<file path="src/rtl/ptw_pkg.sv">
package ptw_pkg;

    typedef enum logic [2:0] {
        ST_IDLE    = 3'd0,
        ST_L1_REQ  = 3'd1,
        ST_L1_WAIT = 3'd2,
        ST_L2_REQ  = 3'd3,
        ST_L2_WAIT = 3'd4,
        ST_WB_REQ  = 3'd5,
        ST_RESP    = 3'd6
    } walk_state_e;

    typedef enum logic [1:0] {
        WALK_OK          = 2'd0,
        WALK_NOT_PRESENT = 2'd1,
        WALK_PROTECT     = 2'd2
    } walk_status_e;

endpackage

</file>
<file path="src/rtl/ptw_entry_addr.sv">
module ptw_entry_addr #(
    parameter int ADDR_W      = 32,
    parameter int IDX_W       = 10,
    parameter int ENTRY_BYTES = 4
) (
    input  logic [ADDR_W-1:0] table_base,
    input  logic [IDX_W-1:0]  index,
    output logic [ADDR_W-1:0] entry_addr
);
    localparam int SHIFT = $clog2(ENTRY_BYTES);

    always_comb begin
        entry_addr = table_base + (ADDR_W'(index) << SHIFT);
    end
endmodule

</file>
<file path="src/rtl/ptw_leaf_check.sv">
module ptw_leaf_check
    import ptw_pkg::*;
#(
    parameter int PTE_W = 32,
    parameter int P_BIT = 0,
    parameter int W_BIT = 1,
    parameter int U_BIT = 2,
    parameter int D_BIT = 6
) (
    input  logic [PTE_W-1:0] pte,
    input  logic             is_write,
    input  logic             is_user,
    output walk_status_e     status,
    output logic             need_dirty
);
    always_comb begin
        status = WALK_OK;
        if (!pte[P_BIT]) begin
            status = WALK_NOT_PRESENT;
        end else if ((is_write && !pte[W_BIT]) || (is_user && !pte[U_BIT])) begin
            status = WALK_PROTECT;
        end
        need_dirty = (status == WALK_OK) && is_write && !pte[D_BIT];
    end
endmodule

</file>
<file path="src/rtl/ptw_top.sv">
module ptw_top
    import ptw_pkg::*;
#(
    parameter int VA_W      = 32,
    parameter int PA_W      = 32,
    parameter int L1_IDX_W  = 10,
    parameter int L2_IDX_W  = 10,
    parameter int OFF_W     = 12,
    parameter int PTE_BYTES = 4,
    parameter int P_BIT     = 0,
    parameter int W_BIT     = 1,
    parameter int U_BIT     = 2,
    parameter int D_BIT     = 6
) (
    input  logic            clk,
    input  logic            rst_n,
    input  logic [PA_W-1:0] root_base,
    input  logic            req_valid,
    output logic            req_ready,
    input  logic [VA_W-1:0] req_vaddr,
    input  logic            req_write,
    input  logic            req_user,
    output logic            rsp_valid,
    input  logic            rsp_ready,
    output logic [PA_W-1:0] rsp_paddr,
    output logic [1:0]      rsp_status,
    output logic            mem_req_valid,
    input  logic            mem_req_ready,
    output logic            mem_we,
    output logic [PA_W-1:0] mem_addr,
    output logic [PA_W-1:0] mem_wdata,
    input  logic            mem_rsp_valid,
    input  logic [PA_W-1:0] mem_rdata
);
    localparam int BASE_W = PA_W - OFF_W;
    localparam int L2_LO  = OFF_W;
    localparam int L1_LO  = OFF_W + L2_IDX_W;

    typedef struct packed {
        walk_state_e       st;
        logic [VA_W-1:0]   vaddr;
        logic              is_write;
        logic              is_user;
        logic [PA_W-1:0]   root;
        logic [BASE_W-1:0] base;
        logic [PA_W-1:0]   leaf;
        logic [PA_W-1:0]   paddr;
        walk_status_e      status;
    } walk_t;

    walk_t q, d;

    logic [PA_W-1:0] l1_addr;
    logic [PA_W-1:0] l2_addr;
    walk_status_e    leaf_status;
    logic            leaf_need_dirty;

    ptw_entry_addr #(
        .ADDR_W      (PA_W),
        .IDX_W       (L1_IDX_W),
        .ENTRY_BYTES (PTE_BYTES)
    ) u_l1_addr (
        .table_base (q.root),
        .index      (q.vaddr[L1_LO +: L1_IDX_W]),
        .entry_addr (l1_addr)
    );

    ptw_entry_addr #(
        .ADDR_W      (PA_W),
        .IDX_W       (L2_IDX_W),
        .ENTRY_BYTES (PTE_BYTES)
    ) u_l2_addr (
        .table_base ({q.base, {OFF_W{1'b0}}}),
        .index      (q.vaddr[L2_LO +: L2_IDX_W]),
        .entry_addr (l2_addr)
    );

    ptw_leaf_check #(
        .PTE_W (PA_W),
        .P_BIT (P_BIT),
        .W_BIT (W_BIT),
        .U_BIT (U_BIT),
        .D_BIT (D_BIT)
    ) u_leaf_check (
        .pte        (mem_rdata),
        .is_write   (q.is_write),
        .is_user    (q.is_user),
        .status     (leaf_status),
        .need_dirty (leaf_need_dirty)
    );

    always_comb begin
        d = q;
        unique case (q.st)
            ST_IDLE: begin
                if (req_valid) begin
                    d.vaddr    = req_vaddr;
                    d.is_write = req_write;
                    d.is_user  = req_user;
                    d.root     = root_base;
                    d.st       = ST_L1_REQ;
                end
            end
            ST_L1_REQ: begin
                if (mem_req_ready) d.st = ST_L1_WAIT;
            end
            ST_L1_WAIT: begin
                if (mem_rsp_valid) begin
                    if (!mem_rdata[P_BIT]) begin
                        d.status = WALK_NOT_PRESENT;
                        d.paddr  = '0;
                        d.st     = ST_RESP;
                    end else begin
                        d.base = mem_rdata[PA_W-1:OFF_W];
                        d.st   = ST_L2_REQ;
                    end
                end
            end
            ST_L2_REQ: begin
                if (mem_req_ready) d.st = ST_L2_WAIT;
            end
            ST_L2_WAIT: begin
                if (mem_rsp_valid) begin
                    d.leaf   = mem_rdata;
                    d.status = leaf_status;
                    if (leaf_status == WALK_OK) begin
                        d.paddr = {mem_rdata[PA_W-1:OFF_W], q.vaddr[OFF_W-1:0]};
                        d.st    = leaf_need_dirty ? ST_WB_REQ : ST_RESP;
                    end else begin
                        d.paddr = '0;
                        d.st    = ST_RESP;
                    end
                end
            end
            ST_WB_REQ: begin
                if (mem_req_ready) d.st = ST_RESP;
            end
            ST_RESP: begin
                if (rsp_ready) d.st = ST_IDLE;
            end
            default: d.st = ST_IDLE;
        endcase
    end

    always_ff @(posedge clk) begin
        if (!rst_n) begin
            q <= '0;
        end else begin
            q <= d;
        end
    end

    always_comb begin
        req_ready     = (q.st == ST_IDLE);
        rsp_valid     = (q.st == ST_RESP);
        rsp_paddr     = q.paddr;
        rsp_status    = q.status;
        mem_req_valid = (q.st == ST_L1_REQ) || (q.st == ST_L2_REQ) || (q.st == ST_WB_REQ);
        mem_we        = (q.st == ST_WB_REQ);
        mem_addr      = (q.st == ST_L1_REQ) ? l1_addr : l2_addr;
        mem_wdata     = q.leaf | (PA_W'(1) << D_BIT);
    end

    AST_RSP_HOLD: assert property (@(posedge clk) disable iff (!rst_n)
        rsp_valid && !rsp_ready |=> rsp_valid && $stable(rsp_paddr) && $stable(rsp_status));

    AST_BUSY_NO_TAKE: assert property (@(posedge clk) disable iff (!rst_n)
        mem_req_valid |-> !req_ready);

    AST_MEM_HOLD: assert property (@(posedge clk) disable iff (!rst_n)
        mem_req_valid && !mem_req_ready |=> mem_req_valid && $stable(mem_addr) && $stable(mem_we));

    AST_WB_SETS_DIRTY: assert property (@(posedge clk) disable iff (!rst_n)
        mem_req_valid && mem_we |-> mem_wdata[D_BIT] && mem_wdata[P_BIT] && mem_wdata[W_BIT]);

    AST_WB_ONLY_ON_WRITE: assert property (@(posedge clk) disable iff (!rst_n)
        mem_req_valid && mem_we |-> q.is_write);

    AST_OFFSET_PASS: assert property (@(posedge clk) disable iff (!rst_n)
        rsp_valid && rsp_status == WALK_OK |-> rsp_paddr[OFF_W-1:0] == q.vaddr[OFF_W-1:0]);

    AST_FAULT_ZERO_PA: assert property (@(posedge clk) disable iff (!rst_n)
        rsp_valid && rsp_status != WALK_OK |-> rsp_paddr == '0);
endmodule

</file>
<file path="config.mk">
export PLATFORM = sky130hd
export DESIGN_NAME = ptw_top
export DESIGN_NICKNAME = d
export VERILOG_FILES = /design/src/rtl/ptw_pkg.sv /design/src/rtl/ptw_entry_addr.sv /design/src/rtl/ptw_leaf_check.sv /design/src/rtl/ptw_top.sv
export SDC_FILE = /design/constraint.sdc
export NUM_CORES = 1
export LEC_CHECK = 0
export BUFFER_PORTS_ARGS = -buffer_cell sky130_fd_sc_hd__buf_2
export CORE_ASPECT_RATIO = 1.5
export CORE_UTILIZATION = 53
export DETAILED_ROUTE_END_ITERATION = 16
export GPL_TIMING_DRIVEN = 0
export PLACE_DENSITY_LB_ADDON = 0.25
export SYNTH_ARGS = -nofsm -noshare
export SYNTH_HDL_FRONTEND = slang
export SYNTH_SLANG_ARGS = --single-unit
</file>
<file path="constraint.sdc">
create_clock -name clk -period 2.6 [get_ports clk]
set_input_delay 0.26 -clock clk [delete_from_list [all_inputs] [get_ports clk]]
set_output_delay 0.26 -clock clk [all_outputs]
set_load 0.02 [all_outputs]
</file>
==> impl_metrics.tcl <==
set metrics [dict create \
    powerDensity_nw_per_um2 613 \
    design.core.area_um2 14000 \
    die_x_um 99.8 \
    path_buf_inv 2 \
    start_util_pct 54.4 \
    cts-buffers-inserted 17 \
    ys_ff_latch 154 \
    ir_worst_vdd_mv 0.513 \
    layout-drive-gt1-share_pct 32.9 \
    io_pins 206 \
    num_rows 53 \
    avgSynthCellArea_um2 7.95 \
    r2r_start "q[153]" \
    violations "negative setup slack" \
    crit_chain "ha_4 > fa_2 > a21oi_4 > o21ai_4 > a221oi_4 > buf_6 > nor2_1 > xnor2_1 > o21ai_1 > buf_4" \
    dr.pass1.iters 5 \
    utilization_pct 71.7 \
    initialDrtViolationCount 219 \
    synthMuxAreaShare_pct 0.543 \
    r2r_slack_ps 410 \
    synthSimpleGateAreaFrac_pct 22.7 \
    synth_edf_count 0 \
    clockBufferDepth 2 \
    yosysSeqAreaShare_pct 40.5 \
    hold_viol 0 \
    cap_viol_max_count 0 \
    crit_required_ps 2340 \
    max_freq_mhz 340 \
    die_area_um2 14800 \
    viasPerCell 5.08 \
    finalCritPeriodShare_pct 113 \
    grt.overflow.total 0 \
    end_kind "output port" \
    port_buffers 203 \
    cpPeakStageDelay_ps 370 \
    grtUsageTotal_pct 28.9 \
    p_leak_uw 0.00421 \
    cp_max_fo 5 \
    worst_slack_ps -344 \
    period_minus_slack_ps 2940 \
    layout_common_cells "nand2_1 (312), buf_2 (194), a21boi_0 (148), dfxtp_1 (142), buf_4 (102)" \
    crit_cells 10 \
    wl_um 21500 \
    syn_nets 1071 \
    synth_warnings 0 \
    grt_max_degree 17 \
    antenna_left 0 \
    fin_skew_ps 8.42 \
    total_power_uw 6150 \
    slowest_stage "fa_2" \
    place_hpwl_um 15500 \
    num_vias 7159 \
    grt_pass1_wl_um 33100 \
    synthArstFlopShare_pct 0 \
    die_h_um 149 \
    startpoint_type "register" \
    nNetsFinal 1317 \
    drc_errors 0 \
    path_class "register to output port" \
    path_delay_family "compound AO/OA/AOI/OAI gates" \
    cts_tree "built" \
    first_global_vias 6868 \
    final_common_cell "nand2_1" \
    fillCellCount 1164 \
    worst_slew_margin_rel_pct 35.8 \
    place_ws_ps -404 \
    cts.sinks 154 \
    clkLatencyLatePin_ps 430 \
    outcome "finished, violations left" \
    antenna_found_initial 2 \
    synth_xor_area_share_pct 3.11 \
    cp.arrival_ps 2680 \
    finalSetupViolCount 25 \
    netlist_area_um2 7600 \
    fin_tns_setup_ps -5180 \
    place.gp.congestion 0.891 \
    clockRootBuffer "clkbuf_16" \
    maxSlewViolCount 0 \
    rsz0062_at_grt "true" \
    syn_to_final_growth_pct 31.9 \
    worst-slew-pin-transition_ps 960 \
    wire_per_inst_um 15.2 \
    htree_levels 4 \
    path_clk_slew_ps 70 \
    ys.flop_type "dfxtp_1" \
    r2r_cells 5 \
    min_path_type "input pin to register" \
    synth_compound_area_share_pct 20.7 \
    yosys.area_share.adder_pct 1.91 \
    synth_top_family_by_area "simple AND/OR/NAND/NOR gates" \
    crit_path_start "q[142]" \
    cp-endpoint "mem_addr[14]" \
    synth_cells 956 \
    r2r-end "rsp_paddr[21]" \
    netlist-cell-type-count 55 \
]
==> report_power, final <==
group	leakage (uW)	internal (uW)	total (uW)	switching, uW
Combinational	0.00267	458	1170	708
Sequential	0.00126	2500	2610	115
Clock	0.000279	1260	2370	1110
==> repair_timing <==
item                                    4_1_cts  5_1_grt
pin swaps                                    29       33
cloned                                        2        0
setup buffers                                16        9
endpoints found under the setup margin       25       26
hold buffers                                  0        0
gates resized for setup                      81       23
==> layer usage <==
layer,wire length [um],GRT usage [%],vias up
met4,1000,18.1,0
met5,0,0,-
met2,11300,53.3,240
met1,8130,29.5,3247
met3,1080,5.64,71
li1,-,-,3601
==> cell usage after synthesis (2+ instances only) <==
cell type | instances | area [um^2]
a211oi_1 | 5 | 37.5
o21a_1 | 2 | 15.0
buf_4 | 66 | 495
a21boi_0 | 149 | 1120
a32oi_1 | 3 | 26.3
dfxtp_1 | 154 | 3080
and3_1 | 4 | 25.0
a21oi_1 | 15 | 75.1
nor3b_1 | 5 | 37.5
nand3_2 | 2 | 20.0
nand3_1 | 36 | 180
ha_1 | 10 | 125
or3_1 | 2 | 12.5
nand4_1 | 3 | 18.8
o21ai_1 | 12 | 60.1
mux2i_1 | 3 | 30.0
xor2_1 | 6 | 52.6
inv_1 | 11 | 41.3
buf_2 | 14 | 70.1
xnor2_1 | 21 | 184
clkbuf_1 | 47 | 176
nor4b_2 | 2 | 30.0
nor3_1 | 5 | 25.0
nor2_1 | 8 | 30.0
o21ai_0 | 21 | 105
nand2_1 | 312 | 1170
and4_1 | 2 | 17.5
and2_1 | 5 | 31.3
nor2b_1 | 5 | 31.3
==> cell type report <==
| cell class | count | area (um^2) | share of cell area [%] |
|---|---|---|---|
| sequential | 154 | 3100 | 30.9 |
| clock buffer | 17 | 425 | 4.24 |
| antenna | 2 | 5.00 | 0.0499 |
| multi-input combinational | 663 | 4020 | 40.1 |
| inverter | 11 | 41.3 | 0.412 |
| clock inverter | 15 | 131 | 1.31 |
| buffer | 128 | 753 | 7.51 |
| tap | 192 | 240 | 2.40 |
| timing repair buffer | 227 | 1310 | 13.1 |
==> worst min-delay path by stage <==
| stage | startpoint | end | slack [ps] | depth (start not counted) |
|---|---|---|---|---|
| global placement | q[86] | q[86] | 450 | 2 |
| floorplan | mem_rdata[10] | mem_wdata[10] | 400 | 2 |
| detailed placement | q[87] | q[87] | 460 | 2 |
| global route | req_vaddr[22] | q[142] | 70 | 3 |
| CTS | req_vaddr[23] | q[143] | 60 | 3 |
| finish | req_vaddr[23] | q[143] | 60 | 3 |
==> sequential cells by signal, summed over array words and instances (netlist names) <==
signal,flops
q,89
rsp_paddr,32
mem_wdata,31
rsp_status,2
==> kinds of logic after synthesis <==
| family | after synthesis |
|---|---|
| flip-flops | 154 |
| buffers and inverters | 139 |
| AO/OA/AOI/OAI | 219 |
| other | 1 |
| XOR/XNOR | 27 |
| adder cells (fa/ha/maj) | 11 |
| AND/OR/NAND/NOR | 401 |
| multiplexers | 4 |
==> stage by stage <==
stage          instance area [um^2]  hold slack [ps]  instances
4_1_cts                        9930             57.1       1401
5_1_grt                       10000             69.3       1409
6_report                      10000             64.8       1409
3_5_place_dp                   8860              455       1351
3_3_place_gp                   8860              446       1351
2_1_floorplan                  7600              405        956
==> worst min-delay path, delay by kind of cell <==
family,cells,cell delay [ps]
AOI/OAI and AO/OA,1,60
and+or+nand+nor,1,40
buffers and inverters,1,90
Power figures use the tool's default switching activity.
